==> src/rtl/lut3_pkg.sv <==
package lut3_pkg;
  typedef struct packed {
    logic loadResult;
    logic loadFlags;
  } lut3Strobe_t;
endpackage

==> src/rtl/lut3_ctrl.sv <==
module lut3_ctrl
  import lut3_pkg::*;
(
  input  logic        clk,
  input  logic        rst_n,
  input  logic        inValid,
  input  logic        flagEn,
  output lut3Strobe_t strobe,
  output logic        outValid
);
  always_comb begin
    strobe.loadResult = inValid;
    strobe.loadFlags  = inValid & flagEn;
  end

  always_ff @(posedge clk) begin
    if (!rst_n) outValid <= 1'b0;
    else        outValid <= inValid;
  end

  assert_valid_rise_R4: assert property (@(posedge clk) disable iff (!rst_n)
    inValid |=> outValid);
  assert_valid_idle_R4: assert property (@(posedge clk) disable iff (!rst_n)
    !inValid |=> !outValid);
endmodule

==> src/rtl/lut3_datapath.sv <==
module lut3_datapath
  import lut3_pkg::*;
#(
  parameter int WIDTH = 32
) (
  input  logic             clk,
  input  logic             rst_n,
  input  lut3Strobe_t      strobe,
  input  logic             formSel,
  input  logic [WIDTH-1:0] opA,
  input  logic [WIDTH-1:0] opB,
  input  logic [WIDTH-1:0] opC,
  input  logic [7:0]       regTable,
  input  logic [7:0]       altTable,
  output logic [WIDTH-1:0] result,
  output logic             zeroFlag,
  output logic             signFlag
);
  localparam int MSB = WIDTH - 1;

  logic [7:0]       selTable;
  logic [WIDTH-1:0] nextResult;

  assign selTable = formSel ? regTable : altTable;

  for (genvar i = 0; i < WIDTH; i++) begin : g_bit
    logic [2:0] idx;
    assign idx           = {opA[i], opB[i], opC[i]};
    assign nextResult[i] = selTable[idx];
  end

  always_ff @(posedge clk) begin
    if (!rst_n) begin
      result   <= '0;
      zeroFlag <= 1'b0;
      signFlag <= 1'b0;
    end else begin
      if (strobe.loadResult) result <= nextResult;
      if (strobe.loadFlags) begin
        zeroFlag <= (nextResult == '0);
        signFlag <= nextResult[MSB];
      end
    end
  end

  assert_result_hold_R5: assert property (@(posedge clk) disable iff (!rst_n)
    !strobe.loadResult |=> $stable(result));
  assert_flag_hold_R6: assert property (@(posedge clk) disable iff (!rst_n)
    !strobe.loadFlags |=> ($stable(zeroFlag) && $stable(signFlag)));
  assert_zero_match_R7: assert property (@(posedge clk) disable iff (!rst_n)
    strobe.loadFlags |=> (zeroFlag == (result == '0)));
  assert_sign_match_R7: assert property (@(posedge clk) disable iff (!rst_n)
    strobe.loadFlags |=> (signFlag == result[MSB]));
  assert_pass_a_R8: assert property (@(posedge clk) disable iff (!rst_n)
    (strobe.loadResult && selTable == 8'hF0) |=> (result == $past(opA)));
endmodule

==> src/rtl/lut3_logic_unit.sv <==
module lut3_logic_unit
  import lut3_pkg::*;
#(
  parameter int WIDTH = 32
) (
  input  logic             clk,
  input  logic             rst_n,
  input  logic             inValid,
  input  logic             formSel,
  input  logic             flagEn,
  input  logic [WIDTH-1:0] opA,
  input  logic [WIDTH-1:0] opB,
  input  logic [WIDTH-1:0] opC,
  input  logic [7:0]       regTable,
  input  logic [7:0]       altTable,
  output logic             outValid,
  output logic [WIDTH-1:0] result,
  output logic             zeroFlag,
  output logic             signFlag
);
  lut3Strobe_t strobe;

  lut3_ctrl u_ctrl (
    .clk(clk), .rst_n(rst_n), .inValid(inValid), .flagEn(flagEn),
    .strobe(strobe), .outValid(outValid)
  );

  lut3_datapath #(.WIDTH(WIDTH)) u_dp (
    .clk(clk), .rst_n(rst_n), .strobe(strobe), .formSel(formSel),
    .opA(opA), .opB(opB), .opC(opC), .regTable(regTable), .altTable(altTable),
    .result(result), .zeroFlag(zeroFlag), .signFlag(signFlag)
  );
endmodule

==> config.mk <==
export PLATFORM = sky130hd
export DESIGN_NAME = lut3_logic_unit
export DESIGN_NICKNAME = d
export VERILOG_FILES = /design/src/rtl/lut3_pkg.sv /design/src/rtl/lut3_ctrl.sv /design/src/rtl/lut3_datapath.sv /design/src/rtl/lut3_logic_unit.sv
export SDC_FILE = /design/constraint.sdc
export NUM_CORES = 1
export LEC_CHECK = 0
export BUFFER_PORTS_ARGS = -buffer_cell sky130_fd_sc_hd__buf_2
export CORE_AREA = 2 2 118 91
export DETAILED_ROUTE_END_ITERATION = 12
export DIE_AREA = 0 0 120 93
export GPL_TIMING_DRIVEN = 0
export PLACE_DENSITY = 0.58
export SLEW_MARGIN = 40
export SYNTH_ARGS = -nofsm -noshare
export SYNTH_HDL_FRONTEND = slang
export SYNTH_HIERARCHICAL = 1
export SYNTH_SLANG_ARGS = --single-unit
==> constraint.sdc <==
create_clock -name clk -period 3.05 [get_ports clk]
set_input_delay 0.305 -clock clk [delete_from_list [all_inputs] [get_ports clk]]
set_output_delay 0.305 -clock clk [all_outputs]
set_load 0.05 [all_outputs]
Word level (Yosys, flattened, before mapping)

Index checks and enable logic that the tools add are counted.

Memory bits (read-only): 0
Memories kept: 0
Bits in latches: 0
Logic and storage cells: 103
Register bits: 35
Bits in writable memories: 0

Divide/modulo/power cells: 0
Multiply operators: 0
Reductions and logical operators: 1
Order comparisons: 32
Eq/ne operators: 0
Bitwise gates (word level): 1
Add/subtract/negate cells: 0
Shift-type cells: 0
Mux-type cells: 65

Operator list:

| operator                                                                      | count |
|---|---|
| 3-bit by 4-bit less-than comparator with 1-bit output (second input constant) | 32 |
| 1-bit binary-select mux with 3-bit select                                     | 32 |
| 32-bit zero test                                                              | 1 |
| 1-bit two-way mux                                                             | 32 |
| 8-bit two-way mux                                                             | 1 |
| 1-bit bitwise AND                                                             | 1 |

Logic depth before layout (Yosys ltp)

Depth in word-level cells: 4
Mapped depth: 9
Depth with buffers taken out: 7

Cells and area by module

The synthesis kept the hierarchy.

By module, submodules not included:

| module        | instances | area each (µm²) | cells each |
|---|---|---|---|
| lut3_datapath | 1         | 3379.5          | 259 |
| lut3_ctrl     | 1         | 40.0            | 4 |

Worst setup path before layout

No wires, ideal clock.

Path kind: input -> register
Start: in formSel
End: reg u_dp.zeroFlag
Path slack: 843 ps
Library setup time: 73 ps
Arrival time: 2134 ps
Data required time: 2977 ps
Path buffers: 1
Stages: 8
Path through: buf_6 > mux4_2 > a2111oi_2 > a22oi_1 > nor4_1 > nand4_1 > or3_1 > o22ai_2

Longest elaborated chain between the ends: 4

RTL lines:

| what                                      | line                 | text |
|---|---|---|
| start, declared                           | lut3_logic_unit.sv:9 | `input logic formSel,` |
| 8-bit two-way mux *                       | lut3_datapath.sv:24  | `assign selTable = formSel ? regTable : altTable;` |
| 1-bit binary-select mux with 3-bit select | lut3_datapath.sv:29  | `assign nextResult[i] = selTable[idx];` |
| 1-bit two-way mux (not written as such)   | lut3_datapath.sv:29  |  |
| 32-bit zero test *                        | lut3_datapath.sv:40  | `zeroFlag <= (nextResult == '0);` |
| end signal, assigned                      | lut3_datapath.sv:40  |  |
| end, declared                             | lut3_datapath.sv:16  | `output logic zeroFlag,` |

Every way passes the cells marked *; elsewhere a longest branch is shown, timed or not. The select of a mux whose other input is x is not followed.
A chain may end at the register's enable or synchronous reset.

Worst setup path in the final report

Ends and elaborated chain as after synthesis.

==> key figures <==
Timing
  – Maximum clock rate: 0.368 GHz
  – Tmin final: 2720 ps
  – Final worst slack: 335 ps
  – Final period util: 89.0%
  – Worst Tran Pin Value: 860 ps
  – Slew HR: 42.7%
  – Finish-stage setup viols: 0
  – Setup TNS: 0 ps
  – Post-route clock skew: 0 ps
  – Hold WS: 253 ps
  – Hold Violations, Final: 0
  – RSZ-0062 raised after global routing: false
  – Fin. max-slew vios: 0

Place
  – IO buf count: 151
  – Post-DP HPWL: 8650 um
  – Placed cell count: 550
  – GP Congestion: 0.807
  – Setup WS pre-CTS: 43.3 ps

Pwr
  – Combinational Power Share: 41.4%
  – Leak: 2.03 nW
  – Int Power: 1.23 mW
  – Power share of the clock group: 31.3%
  – Register share of total power: 27.3%
  – Sw power: 0.675 mW
  – Switching Share: 35.4%
  – Pwr dens: 422 mW/mm^2
  – Max IR drop VDD: 0.203 mV
  – Power Total: 1.91 mW

Logic synthesis
  – #FFs+latches synth: 35
  – Count leader, synth: mux2i_1
  – Seq/Total Area, Yosys: 20.5%
  – Syn Std Cell Area: 0.00342 mm^2
  – Synth Flop Type: dfxtp_1
  – Synth Net Count: 380
  – Synthesized area per cell: 13.0 um^2
  – Post-synth EDFFs: 0
  – Post-synthesis cell count: 263
  – Synth top area share: 36.9%
  – Post-synth top area cell: mux4_2
  – YS warnings: 6
  – Async SR Flop Fraction: 0%
  – Commonest cells in the netlist: 71 x mux2i_1, 56 x mux4_2, 35 x dfxtp_1, 32 x nor2b_1, 25 x clkbuf_1
  – Synth area leaders: mux4_2 37%, mux2i_1 21%, dfxtp_1 20%
  – Library cells used by synthesis: 28

Layout
  – Area grow syn2layout: 32.0%
  – Diodes inserted: 0
  – Layout cells sized above 1: 53.6%
  – # nets final: 538
  – Non-Filler Instances: 558

Clock network
  – Post-CTS Setup Inserts: 0
  – Worst skew pair latency: 280 ps
  – Hold_buf cts: 0
  – Clk root buf: clkbuf_16
  – Clock sinks: 35
  – Num CTS Buffers: 5
  – H-tree depth: 2
  – Clock-pin slew on the worst setup and hold paths: 60 ps
  – CTS tree: done
  – CTS Buffer Depth: 2
  – Resized Gates After CTS: 0

Routing
  – DRT iter0 DRCs: 146
  – Total Wirelength: 11000 um
  – Routed via count: 2991
  – # DRC: 0
  – Wirelength per Cell: 19.7 um
  – Initial DRT Pass Iterations: 4
  – Detail Route Antenna Nets: 0
  – Vias per inst: 5.36

Run
  – Max Cap Viol: 0

Critical path
  – Setup crit start kind: input port
  – Crit end category: register
  – Crit path max-delay family: buffers and inverters
  – CP max stage cell: mux2i_1
  – CP cell instances: buf_2 -> buf_6 -> mux2i_1 -> clkbuf_1 -> clkbuf_1 -> mux4_2 -> mux2i_1 -> nor3_1 -> nand3_1 -> o22ai_2
  – Slowest cell delay on critical path: 450 ps
  – Required time worst endpoint: 3260 ps
  – Crit Path Category: in -> reg
  – CP Max Fanout: 10
  – Worst path arrival time: 2930 ps
  – CP Buf/Inv Count: 4

Floorplanning
  – Die ar.: 0.0112 mm^2
  – Row cnt: 32
  – Starting Density: 34.0%
  – Die Height: 93 um
  – I/O Pins: 152
  – Die Wd: 120 um
  – Core Area: 0.0100 mm^2

GRT
  – First-pass GRT wire length: 17000 um
  – Antenna violations before repair: 0
  – Largest net degree at the start of global routing: 13
  – Vias in the first global route: 3121
  – GRT overflow: 0
  – GRT Resource Usage Total: 19.9%

Worst hold path
  – Hold Crit Class: in -> reg

Status
  – Status: completed
-- metal layers --
metal	vias up	track usage [%]	routed length (um)
met1	1485	27.8	4890
met5	-	0	0
met4	0	3.82	69
met2	118	31.8	5310
li1	1384	-	-
met3	4	4.94	729
-- cell usage in the layout, fill, tap and decap left out, drive strengths merged, types with 2 or more instances in the layout --
master | netlist | final
buf | 6 | 157
mux2i | 71 | 71
mux4 | 64 | 64
dfxtp | 35 | 35
nor2b | 32 | 32
clkbuf | 27 | 32
nor4 | 6 | 6
and2 | 3 | 3
inv | 3 | 3
nand3 | 2 | 2
clkinv | 0 | 2
-- cell type report --
class | instances | area, um^2
Multi-Input combinational cell | 192 | 2570
Buffer | 33 | 138
Tap cell | 136 | 170
Timing Repair Buffer | 151 | 756
Sequential cell | 35 | 701
Fill cell | 935 | 5540
Clock buffer | 5 | 125
Inverter | 3 | 11.3
Clock inverter | 3 | 43.8
-- cell families (layout without fill, tap and decap cells) --
| kind of cell | after synthesis | after routing | share of synthesized area, % |
|---|---|---|---|
| buffers and inverters | 36 | 195 | 4.35 |
| AND/OR/NAND/NOR | 52 | 52 | 9.73 |
| flip-flops | 35 | 35 | 20.5 |
| AO/OA/AOI/OAI | 4 | 4 | 1.28 |
| multiplexers | 136 | 136 | 64.1 |
-- final timing paths --
| check | to | cells after the start | from | slack (ps) |
|---|---|---|---|---|
| hold / removal | u_ctrl/outValid$_SDFF_PN0_ | 2 | inValid | 250 |
| setup / recovery | u_dp/zeroFlag$_SDFFE_PN0P_ | 10 | formSel | 330 |
| setup reg to reg | u_dp/result[20]$_SDFFE_PN0P_ | 3 | u_dp/result[20]$_SDFFE_PN0P_ | 2370 |
| hold reg to reg | u_dp/zeroFlag$_SDFFE_PN0P_ | 2 | u_dp/zeroFlag$_SDFFE_PN0P_ | 490 |
-- through the flow --
stage          instance area (um^2)  utilization (%)
2_1_floorplan                  3420                -
3_3_place_gp                   4350             43.2
3_5_place_dp                   4350             43.2
4_1_cts                        4510             44.9
5_1_grt                        4510             44.9
6_report                       4510             44.9
-- sequential cells by signal (all words and copies together) (netlist names) --
name,cells
u_dp/signFlag,1
u_ctrl/outValid,1
u_dp/zeroFlag,1
u_dp/result,32
-- power groups by stage --
stage	clock, mW	sequential (mW)	combinational [mW]
floorplan	0	0.673	0.390
global placement	0	0.531	0.772
detailed placement	0	0.531	0.786
CTS	0.614	0.521	0.788
global route	0.647	0.526	0.842
finish	0.596	0.521	0.789
-- worst reg2reg max path: cells and delay by family, from the launching register on --
family | cells | cell delay (ps)
buf+inv | 1 | 50
flops | 1 | 310
simple gates | 1 | 170
mux | 1 | 50
No activity file was read; power rests on OpenSTA's default activity.
